`config.mk`:
```
export PLATFORM = sky130hd
export DESIGN_NAME = sc_phase_loader
export DESIGN_NICKNAME = d
export VERILOG_FILES = /design/src/rtl/sc_pe_pkg.sv /design/src/rtl/pe_idle_counter.sv /design/src/rtl/pe_frame_fsm.sv /design/src/rtl/pe_tuning_store.sv /design/src/rtl/pe_phase_accum.sv /design/src/rtl/sc_phase_loader.sv
export SDC_FILE = /design/constraint.sdc
export NUM_CORES = 1
export LEC_CHECK = 0
export ABC_AREA = 1
export BUFFER_PORTS_ARGS = -buffer_cell sky130_fd_sc_hd__buf_4
export CAP_MARGIN = 30
export CORE_ASPECT_RATIO = 0.75
export CORE_MARGIN = 2
export CORE_UTILIZATION = 41
export CTS_BUF_LIST = sky130_fd_sc_hd__clkbuf_8
export CTS_CLUSTER_SIZE = 20
export DETAILED_ROUTE_END_ITERATION = 10
export GPL_TIMING_DRIVEN = 0
export PLACE_DENSITY_LB_ADDON = 0.15
export SYNTH_ARGS = -nofsm -noshare
export SYNTH_HDL_FRONTEND = slang
export SYNTH_SLANG_ARGS = --single-unit
```
`constraint.sdc`:
```
create_clock -name clk -period 2.3 [get_ports clk]
set_clock_uncertainty 0.1 [all_clocks]
set_input_delay 0.115 -clock clk [delete_from_list [all_inputs] [get_ports clk]]
set_output_delay 0.115 -clock clk [all_outputs]
set_load 0.03 [all_outputs]
```
`src/rtl/sc_pe_pkg.sv`:
```
package sc_pe_pkg;

    typedef enum logic [2:0] {
        ST_OFF,
        ST_HUNT,
        ST_ARMED,
        ST_GOT1,
        ST_GOT10,
        ST_FREQ,
        ST_PHASE,
        ST_COMMIT
    } pe_state_t;

endpackage

```
`src/rtl/pe_idle_counter.sv`:
```
module pe_idle_counter #(
    parameter int IDLE_MIN = 128,
    localparam int CNT_W = $clog2(IDLE_MIN + 1)
) (
    input  logic             clk,
    input  logic             rst_n,
    input  logic             count_i,
    output logic [CNT_W-1:0] cnt_o,
    output logic             met_o
);

    logic [CNT_W-1:0] cnt_q;

    always_ff @(posedge clk or negedge rst_n) begin
        if (!rst_n) begin
            cnt_q <= '0;
        end else if (!count_i) begin
            cnt_q <= '0;
        end else if (cnt_q != CNT_W'(IDLE_MIN)) begin
            cnt_q <= cnt_q + 1'b1;
        end
    end

    always_comb begin
        cnt_o = cnt_q;
        met_o = count_i && (cnt_q == CNT_W'(IDLE_MIN - 1));
    end


    cnt_saturate_chk: assert property (@(posedge clk) disable iff (!rst_n)
        cnt_q <= CNT_W'(IDLE_MIN));

endmodule

```
`src/rtl/pe_frame_fsm.sv`:
```
module pe_frame_fsm
    import sc_pe_pkg::*;
#(
    parameter int ACC_W = 32,
    parameter int PH_W  = 12,
    localparam int BIT_W = $clog2(ACC_W)
) (
    input  logic             clk,
    input  logic             rst_n,
    input  logic             en_i,
    input  logic             ser_i,
    input  logic             idle_met_i,
    output pe_state_t        state_o,
    output logic             hunt_count_o,
    output logic             commit_o,
    output logic [ACC_W-1:0] freq_word_o,
    output logic [PH_W-1:0]  phase_word_o
);

    pe_state_t        state_q, state_d;
    logic [BIT_W-1:0] bit_q;
    logic [ACC_W-1:0] freq_sh_q;
    logic [PH_W-1:0]  phase_sh_q;
    logic             freq_last, phase_last;

    always_comb begin
        freq_last  = (bit_q == BIT_W'(ACC_W - 1));
        phase_last = (bit_q == BIT_W'(PH_W - 1));
    end

    // state register
    always_ff @(posedge clk or negedge rst_n) begin
        if (!rst_n) state_q <= ST_OFF;
        else        state_q <= state_d;
    end

    // next state
    always_comb begin
        state_d = state_q;
        if (!en_i) begin
            state_d = ST_OFF;
        end else begin
            unique case (state_q)
                ST_OFF:    state_d = ST_HUNT;
                ST_HUNT:   if (idle_met_i) state_d = ST_ARMED;
                ST_ARMED:  if (ser_i) state_d = ST_GOT1;
                ST_GOT1:   state_d = ser_i ? ST_HUNT : ST_GOT10;
                ST_GOT10:  state_d = ser_i ? ST_FREQ : ST_HUNT;
                ST_FREQ:   if (freq_last) state_d = ST_PHASE;
                ST_PHASE:  if (phase_last) state_d = ST_COMMIT;
                ST_COMMIT: state_d = ST_ARMED;
                default:   state_d = ST_OFF;
            endcase
        end
    end

    // bit counter and shift registers
    always_ff @(posedge clk or negedge rst_n) begin
        if (!rst_n) begin
            bit_q      <= '0;
            freq_sh_q  <= '0;
            phase_sh_q <= '0;
        end else begin
            if (state_q == ST_FREQ) begin
                freq_sh_q <= {ser_i, freq_sh_q[ACC_W-1:1]};
                bit_q     <= freq_last ? '0 : bit_q + 1'b1;
            end else if (state_q == ST_PHASE) begin
                phase_sh_q <= {ser_i, phase_sh_q[PH_W-1:1]};
                bit_q      <= phase_last ? '0 : bit_q + 1'b1;
            end else begin
                bit_q <= '0;
            end
        end
    end

    // outputs
    always_comb begin
        state_o      = state_q;
        hunt_count_o = (state_q == ST_HUNT) && !ser_i;
        commit_o     = (state_q == ST_COMMIT);
        freq_word_o  = freq_sh_q;
        phase_word_o = phase_sh_q;
    end


    off_on_disable_chk: assert property (@(posedge clk) disable iff (!rst_n)
        !en_i |=> state_q == ST_OFF);


    commit_rearm_chk: assert property (@(posedge clk) disable iff (!rst_n)
        (state_q == ST_COMMIT && en_i) |=> state_q == ST_ARMED);


    broken_start_chk: assert property (@(posedge clk) disable iff (!rst_n)
        (state_q == ST_GOT1 && ser_i && en_i) |=> state_q == ST_HUNT);


    bit_range_chk: assert property (@(posedge clk) disable iff (!rst_n)
        (state_q == ST_PHASE) |-> bit_q < BIT_W'(PH_W));

endmodule

```
`src/rtl/pe_tuning_store.sv`:
```
module pe_tuning_store #(
    parameter int ACC_W = 32,
    parameter int PH_W  = 12,
    parameter logic [ACC_W-1:0] DFLT_601 = 32'h43E0F7AD,
    parameter logic [ACC_W-1:0] DFLT_SQ  = 32'h4AAAAA0B
) (
    input  logic             clk,
    input  logic             rst_n,
    input  logic             en_i,
    input  logic             sq_i,
    input  logic             commit_i,
    input  logic [ACC_W-1:0] freq_new_i,
    input  logic [PH_W-1:0]  phase_new_i,
    output logic [ACC_W-1:0] freq_o,
    output logic [PH_W-1:0]  phase_o
);

    logic             loaded_q;
    logic [ACC_W-1:0] freq_q;
    logic [PH_W-1:0]  phase_q;
    logic [ACC_W-1:0] dflt;

    always_ff @(posedge clk or negedge rst_n) begin
        if (!rst_n) begin
            loaded_q <= 1'b0;
            freq_q   <= '0;
            phase_q  <= '0;
        end else if (!en_i) begin
            loaded_q <= 1'b0;
        end else if (commit_i) begin
            loaded_q <= 1'b1;
            freq_q   <= freq_new_i;
            phase_q  <= phase_new_i;
        end
    end

    always_comb begin
        dflt    = sq_i ? DFLT_SQ : DFLT_601;
        freq_o  = loaded_q ? freq_q : dflt;
        phase_o = loaded_q ? phase_q : '0;
    end


    commit_latch_chk: assert property (@(posedge clk) disable iff (!rst_n)
        (commit_i && en_i) |=> (loaded_q && freq_q == $past(freq_new_i)
                                && phase_q == $past(phase_new_i)));


    drop_tuning_chk: assert property (@(posedge clk) disable iff (!rst_n)
        !en_i |=> !loaded_q);

endmodule

```
`src/rtl/pe_phase_accum.sv`:
```
module pe_phase_accum #(
    parameter int ACC_W = 32,
    parameter int PH_W  = 12
) (
    input  logic             clk,
    input  logic             rst_n,
    input  logic [ACC_W-1:0] freq_i,
    input  logic [PH_W-1:0]  phase_i,
    output logic [PH_W-1:0]  phase_o
);

    logic [ACC_W-1:0] acc_q;

    always_ff @(posedge clk or negedge rst_n) begin
        if (!rst_n) acc_q <= '0;
        else        acc_q <= acc_q + freq_i;
    end

    always_comb begin
        phase_o = acc_q[ACC_W-1 -: PH_W] + phase_i;
    end

endmodule

```
`src/rtl/sc_phase_loader.sv`:
```
module sc_phase_loader
    import sc_pe_pkg::*;
#(
    parameter int ACC_W    = 32,
    parameter int PH_W     = 12,
    parameter int IDLE_MIN = 128,
    parameter logic [ACC_W-1:0] DFLT_601 = 32'h43E0F7AD,
    parameter logic [ACC_W-1:0] DFLT_SQ  = 32'h4AAAAA0B
) (
    input  logic            clk,
    input  logic            rst_n,
    input  logic            ser_in,
    input  logic            loader_en,
    input  logic            sq_pixel,
    output logic [PH_W-1:0] phase_out
);

    localparam int CNT_W = $clog2(IDLE_MIN + 1);

    pe_state_t        fsm_state;
    logic             hunt_count, idle_met, commit;
    logic [CNT_W-1:0] idle_cnt;
    logic [ACC_W-1:0] freq_shift, freq_act;
    logic [PH_W-1:0]  phase_shift, phase_act;

    pe_idle_counter #(.IDLE_MIN(IDLE_MIN)) u_idle (
        .clk     (clk),
        .rst_n   (rst_n),
        .count_i (hunt_count),
        .cnt_o   (idle_cnt),
        .met_o   (idle_met)
    );

    pe_frame_fsm #(.ACC_W(ACC_W), .PH_W(PH_W)) u_fsm (
        .clk          (clk),
        .rst_n        (rst_n),
        .en_i         (loader_en),
        .ser_i        (ser_in),
        .idle_met_i   (idle_met),
        .state_o      (fsm_state),
        .hunt_count_o (hunt_count),
        .commit_o     (commit),
        .freq_word_o  (freq_shift),
        .phase_word_o (phase_shift)
    );

    pe_tuning_store #(
        .ACC_W(ACC_W), .PH_W(PH_W), .DFLT_601(DFLT_601), .DFLT_SQ(DFLT_SQ)
    ) u_store (
        .clk         (clk),
        .rst_n       (rst_n),
        .en_i        (loader_en),
        .sq_i        (sq_pixel),
        .commit_i    (commit),
        .freq_new_i  (freq_shift),
        .phase_new_i (phase_shift),
        .freq_o      (freq_act),
        .phase_o     (phase_act)
    );

    pe_phase_accum #(.ACC_W(ACC_W), .PH_W(PH_W)) u_acc (
        .clk     (clk),
        .rst_n   (rst_n),
        .freq_i  (freq_act),
        .phase_i (phase_act),
        .phase_o (phase_out)
    );


    arm_after_idle_chk: assert property (@(posedge clk) disable iff (!rst_n)
        (fsm_state == ST_ARMED && $past(fsm_state) == ST_HUNT)
            |-> $past(idle_cnt) == CNT_W'(IDLE_MIN - 1));

endmodule

```
# After elaboration in Yosys (flattened, before gate mapping)

Index checks and enable logic that the tools add are counted.

Output and inout bits: 12
Bits in registers: 137
Input port bits: 5

Reductions and logical operators: 7
Mux-type cells: 19
Equality and inequality tests: 17
Add/sub/neg operators: 4
Bitwise gates (word level): 1

Operators by type and width:

| kind                | number |
|---|---|
| $add 32x32->32      | 1 |
| $mux 32             | 1 |
| $mux 28             | 1 |
| $pmux 3 s8          | 1 |
| $mux 3              | 7 |
| $mux 5              | 4 |
| $mux 8              | 2 |
| $add 12x12->12      | 1 |
| $eq 3x3->1 const B  | 4 |
| $mux 12             | 1 |
| $add 8x1->8 const B | 1 |
| $eq 8x7->1 const B  | 1 |
| $ne 8x8->1 const B  | 1 |
| $eq 3x2->1 const B  | 2 |
| $ne 3x2->1 const B  | 2 |
| $ne 3x3->1 const B  | 2 |
| $add 5x1->5 const B | 1 |
| $eq 5x4->1 const B  | 1 |
| $eq 5x5->1 const B  | 1 |
| $reduce_and 2->1    | 2 |
| $reduce_and 4->1    | 1 |
| $eq 3x1->1 const B  | 1 |
| $logic_not 3->1     | 1 |
| $logic_and 1x1->1   | 2 |
| other kinds (5)     | 6 |

# Logic depth before layout (Yosys ltp)

Depth after elaboration: 6
Depth in mapped cells: 16
Gate-level depth less buffers: 15

# Modules after synthesis

Synthesis repeated with hierarchy kept, for this count alone.

Cell total of the unflattened synthesis: 1200
Area total of the unflattened synthesis: 8548.2 sq um

Modules (own cells, without submodules):

| module          | times used | sequential area each (sq um) | area an instance (sq um) | cells an instance |
|---|---|---|---|---|
| pe_phase_accum  | 1          | 800.8                        | 3658.5                   | 608 |
| pe_frame_fsm    | 1          | 1301.2                       | 2205.9                   | 243 |
| pe_tuning_store | 1          | 1126.1                       | 2194.6                   | 282 |
| pe_idle_counter | 1          | 200.2                        | 489.2                    | 67 |

# Least setup slack after synthesis

OpenSTA, ideal clock, no wires.

Path kind: register to output
From: register u_store.loaded_q
To: output port phase_out[8]
Slack: -288 ps
Required time: 2085 ps
Buffers on the path: 2
Arrival time: 2373 ps
Stages on the path, launching flop included: 11
Cell sequence: dfrtp_1 clkbuf_1 buf_1 nand2_1 inv_1 ha_1 a21oi_1 nand2_1 a21oi_1 o21ai_0 xor2_1

Word-level cells in the longest chain between the ends: 2

RTL lines:

| item                   | line                  | RTL |
|---|---|---|
| start, declared        | pe_tuning_store.sv:18 | `logic loaded_q;` |
| start signal, assigned | pe_tuning_store.sv:25 | `loaded_q <= 1'b0;` |
| start signal, assigned | pe_tuning_store.sv:29 | `loaded_q <= 1'b0;` |
| start signal, assigned | pe_tuning_store.sv:31 | `loaded_q <= 1'b1;` |
| $mux 12                | pe_tuning_store.sv:40 | `phase_o = loaded_q ? phase_q : '0;` |
| $add 12x12->12         | pe_phase_accum.sv:20  | `phase_o = acc_q[ACC_W-1 -: PH_W] + phase_i;` |
| end, declared          | sc_phase_loader.sv:15 | `output logic [PH_W-1:0] phase_out` |

No other way between the ends.

# Final worst setup path

From: register u_store.loaded_q
To: output port phase_out[10]

The elaborated chain is that of the path after synthesis.

==> summary.txt <==
Drt
  • Post-route ant nets: 0
  • DR pass1 iterations: 5
  • Detailed-route DRC error count: 0
  • Average wire per standard cell: 14.4 um
  • Vias: 6913
  • Final wirelength: between 20000 and 25000 um
  • Detailed router's first-iteration violation count: 462
  • DR vias/cell: 4.72

Timing
  • Tmin final: 2.58 ns
  • Unrepaired setup endpoints after global routing: yes
  • Maximum operating frequency: 0.388 GHz
  • Slew headroom: 68.0%
  • Slew Viols, Final: 0
  • Least-Margin Pin Slew: 0.480 ns
  • Fin. Hold Viols: 0
  • Fin worst setup slack: -0.278 ns
  • Post-route clock period utilization: 112%
  • Setup violators final: 20

Critical path
  • R2R depth: 16
  • CP cell instances: buf_8 -> buf_8 -> nand2_2 -> inv_2 -> ha_4 -> buf_6 -> nand2_2 -> nor2_2 -> a211oi_2 -> nand3_1 -> nand2_1 -> nand2_1 -> buf_6
  • Critical R2R Capture: u_acc.acc_q[20]
  • CP startpoint: u_store.loaded_q
  • Max stage delay on crit path: 0.41 ns
  • WS Path Type: reg2out
  • Crit path max-delay family: buffers and inverters
  • Critical Path End: phase_out[10]
  • Crit Path Max Fanout: 7
  • Slowest CP cell: dfrtp_1
  • Arr. time, crit path: 2.36 ns
  • Req. time, crit path: 2.09 ns
  • Crit path buffers/inverters: 5
  • Startpoint types: flop
  • WP depth: 13
  • Crit. End Element: primary output
  • Reg-to-Reg Start: u_store.loaded_q
  • Setup slack on the worst flop-to-flop path: -0.09 ns

Placed design
  • IO Port Bufs: 16
  • Post-placement setup slack: -0.632 ns
  • GP Congestion: 0.847
  • DP Wirelength: 14800 um

Clock network
  • Clock Path Buffers: 2
  • Htree depth: 4
  • CTS Root Cell: clkbuf_8
  • CTS tree: done
  • Clk pin slew, worst setup/hold paths: 0.10 ns
  • CTS sink count: 137
  • Clock buffer count from CTS: 17
  • Clock Latency Late Sink: 0.46 ns

Global route
  • GRT overflow: 0
  • Global-route wire length before repair: 33900 um
  • Number of global-route vias before repair: 6577
  • Largest net degree at the start of global routing: 99
  • Initial antenna violation count: 0
  • Total GRT Usage: between 20% and 30%

Run
  • Max-Cap Viols: 0

Floorplan
  • Die Y: 126 um
  • Starting Density: 41.9%
  • # rows: 44
  • I/O pin count: 17
  • Die extent in x: 166 um
  • Core area: between 15000 and 20000 sq um
  • Die area: 20900 sq um

Synthesis
  • Post-synthesis cell area: 8110 sq um
  • Syn_nets: around 1200
  • Syn_area_per_cell: 7.23 sq um
  • Gate Count Post-Synth: 1122
  • Synth cell types: 37
  • Sequential cell area fraction in the yosys report: 42.3%
  • Synthesized flop and latch total: ~140
  • Number of flops mapped to enable cells by yosys: 0
  • Async S/R FF share, synth: 100%
  • Total number of yosys warnings: 0
  • Main flop type after synthesis: dfrtp_1

Power and ir drop
  • Pwr Density: around 1100 nW/um^2
  • Leakage power: 5.33 nW
  • Peak supply drop: 0.000603 V

Finish
  • Area added between synthesis and finish: 28.0%
  • Nets: 1253
  • Fin util: 53.6%
  • Fraction of layout cells with a size suffix above 1: 25.3%
  • ANT cells: 0

Status
  • Failing checks: setup timing
  • Status: complete, but fails checks

Worst hold path
  • Hold Path Class: in2async
-- worst reg2reg max path: cells and delay by family, from the launching register on --
family	cells	cell delay, ns
flip-flops	1	0.39
adder cells (fa/ha/maj)	2	0.60
buffers and inverters	3	0.38
AND/OR/NAND/NOR	11	0.83
-- sequential cells by signal, indices dropped and copies added, names as in the netlist --
signal / count
u_acc.acc_q: 32
u_fsm.freq_word_o: 32
u_store.freq_q: 32
u_fsm.phase_word_o: 12
u_store.phase_q: 12
u_idle.cnt_o: 8
u_fsm.bit_q: 5
u_fsm.state_o: 3
u_store.loaded_q: 1
-- cell usage after synthesis (6+ instances only) --
cell      number  area (sq um)
nor2_1        66           248
ha_1          48           601
o21ai_0       83           415
o21ai_1       25           125
nand2_1      393          1480
nand3_1       43           215
buf_2          6          30.0
nand4_1        6          37.5
a21oi_1       31           155
nor3_1        10          50.1
xor2_1        22           193
dfrtp_1      137          3430
clkbuf_1      10          37.5
inv_1        200           751
-- per-stage QoR --
step | setup TNS (ns) | cell area [sq um] | total power [mW] | hold WS (ns) | cells
finish | -1.91 | 10400 | 11.3 | 0.0432 | 1464
global route | -5.26 | 10400 | 12.2 | 0.0599 | 1464
CTS | -1.70 | 9780 | 10.4 | 0.0392 | 1450
detailed placement | -9.26 | 8610 | 7.43 | -0.0296 | 1392
global placement | -8.38 | 8580 | 7.39 | 0.259 | 1391
floorplan | 0 | 8140 | 6.31 | -0.281 | 1122
-- power by group --
| part | internal [mW] | switching (mW) |
|---|---|---|
| logic | 2.37 | 3.46 |
| registers | 2.88 | 0.412 |
| clock network | 1.04 | 1.12 |
-- layout make-up --
type,instances,area [sq um]
inverter,204,776
timing repair buffer,57,510
multi-input combinational,758,4750
sequential,137,3430
clock buffer,18,248
clock inverter,14,178
tap,253,317
fill,1843,9000
buffer,23,175
-- layout by cell type, fill, tap and decap left out, drive strengths merged, types with 12 or more instances in the layout --
| cell type | Yosys | routed |
|---|---|---|
| nand2 | 395 | 395 |
| inv | 204 | 212 |
| dfrtp | 137 | 137 |
| o21ai | 109 | 109 |
| nor2 | 67 | 67 |
| buf | 11 | 67 |
| ha | 48 | 48 |
| nand3 | 43 | 43 |
| a21oi | 31 | 31 |
| clkbuf | 12 | 28 |
| xor2 | 22 | 22 |
| nor3 | 12 | 12 |
-- metal layers --
layer	GRT usage (%)	up-vias	wire [um]
met1	31.3	3158	11200
met2	29.5	103	8890
li1	-	3624	-
met4	4.21	0	241
met3	4.05	28	765
met5	0	-	0
-- kinds of logic after synthesis --
logic type / count (synthesis) / synth area share [%]
buf+inv: 227 / 10.9
fa+ha+maj: 50 / 7.90
flops: 137 / 42.3
compound gates: 151 / 9.79
xor+xnor: 27 / 2.91
simple gates: 530 / 26.2
-- what timing repair did --
item	CTS	global route
hold buffers	3	0
pin swaps	45	37
gates resized for setup	135	135
gates cloned	1	1
endpoints found under the setup margin	39	32
endpoints found under the hold margin	145	0
setup buffers	22	15
-- how the worst min path moves through the flow --
stage / from / slack [ns] / to
after floorplan: rst_n / -0.28 / u_acc.acc_q[0]
after global placement: loader_en / 0.26 / u_fsm.state_o[0]
after detailed placement: rst_n / -0.03 / u_acc.acc_q[8]
after CTS: rst_n / 0.04 / u_acc.acc_q[22]
after global routing: rst_n / 0.06 / u_acc.acc_q[24]
final: rst_n / 0.04 / u_acc.acc_q[24]
Note: power is estimated with default switching activity, not from simulation.
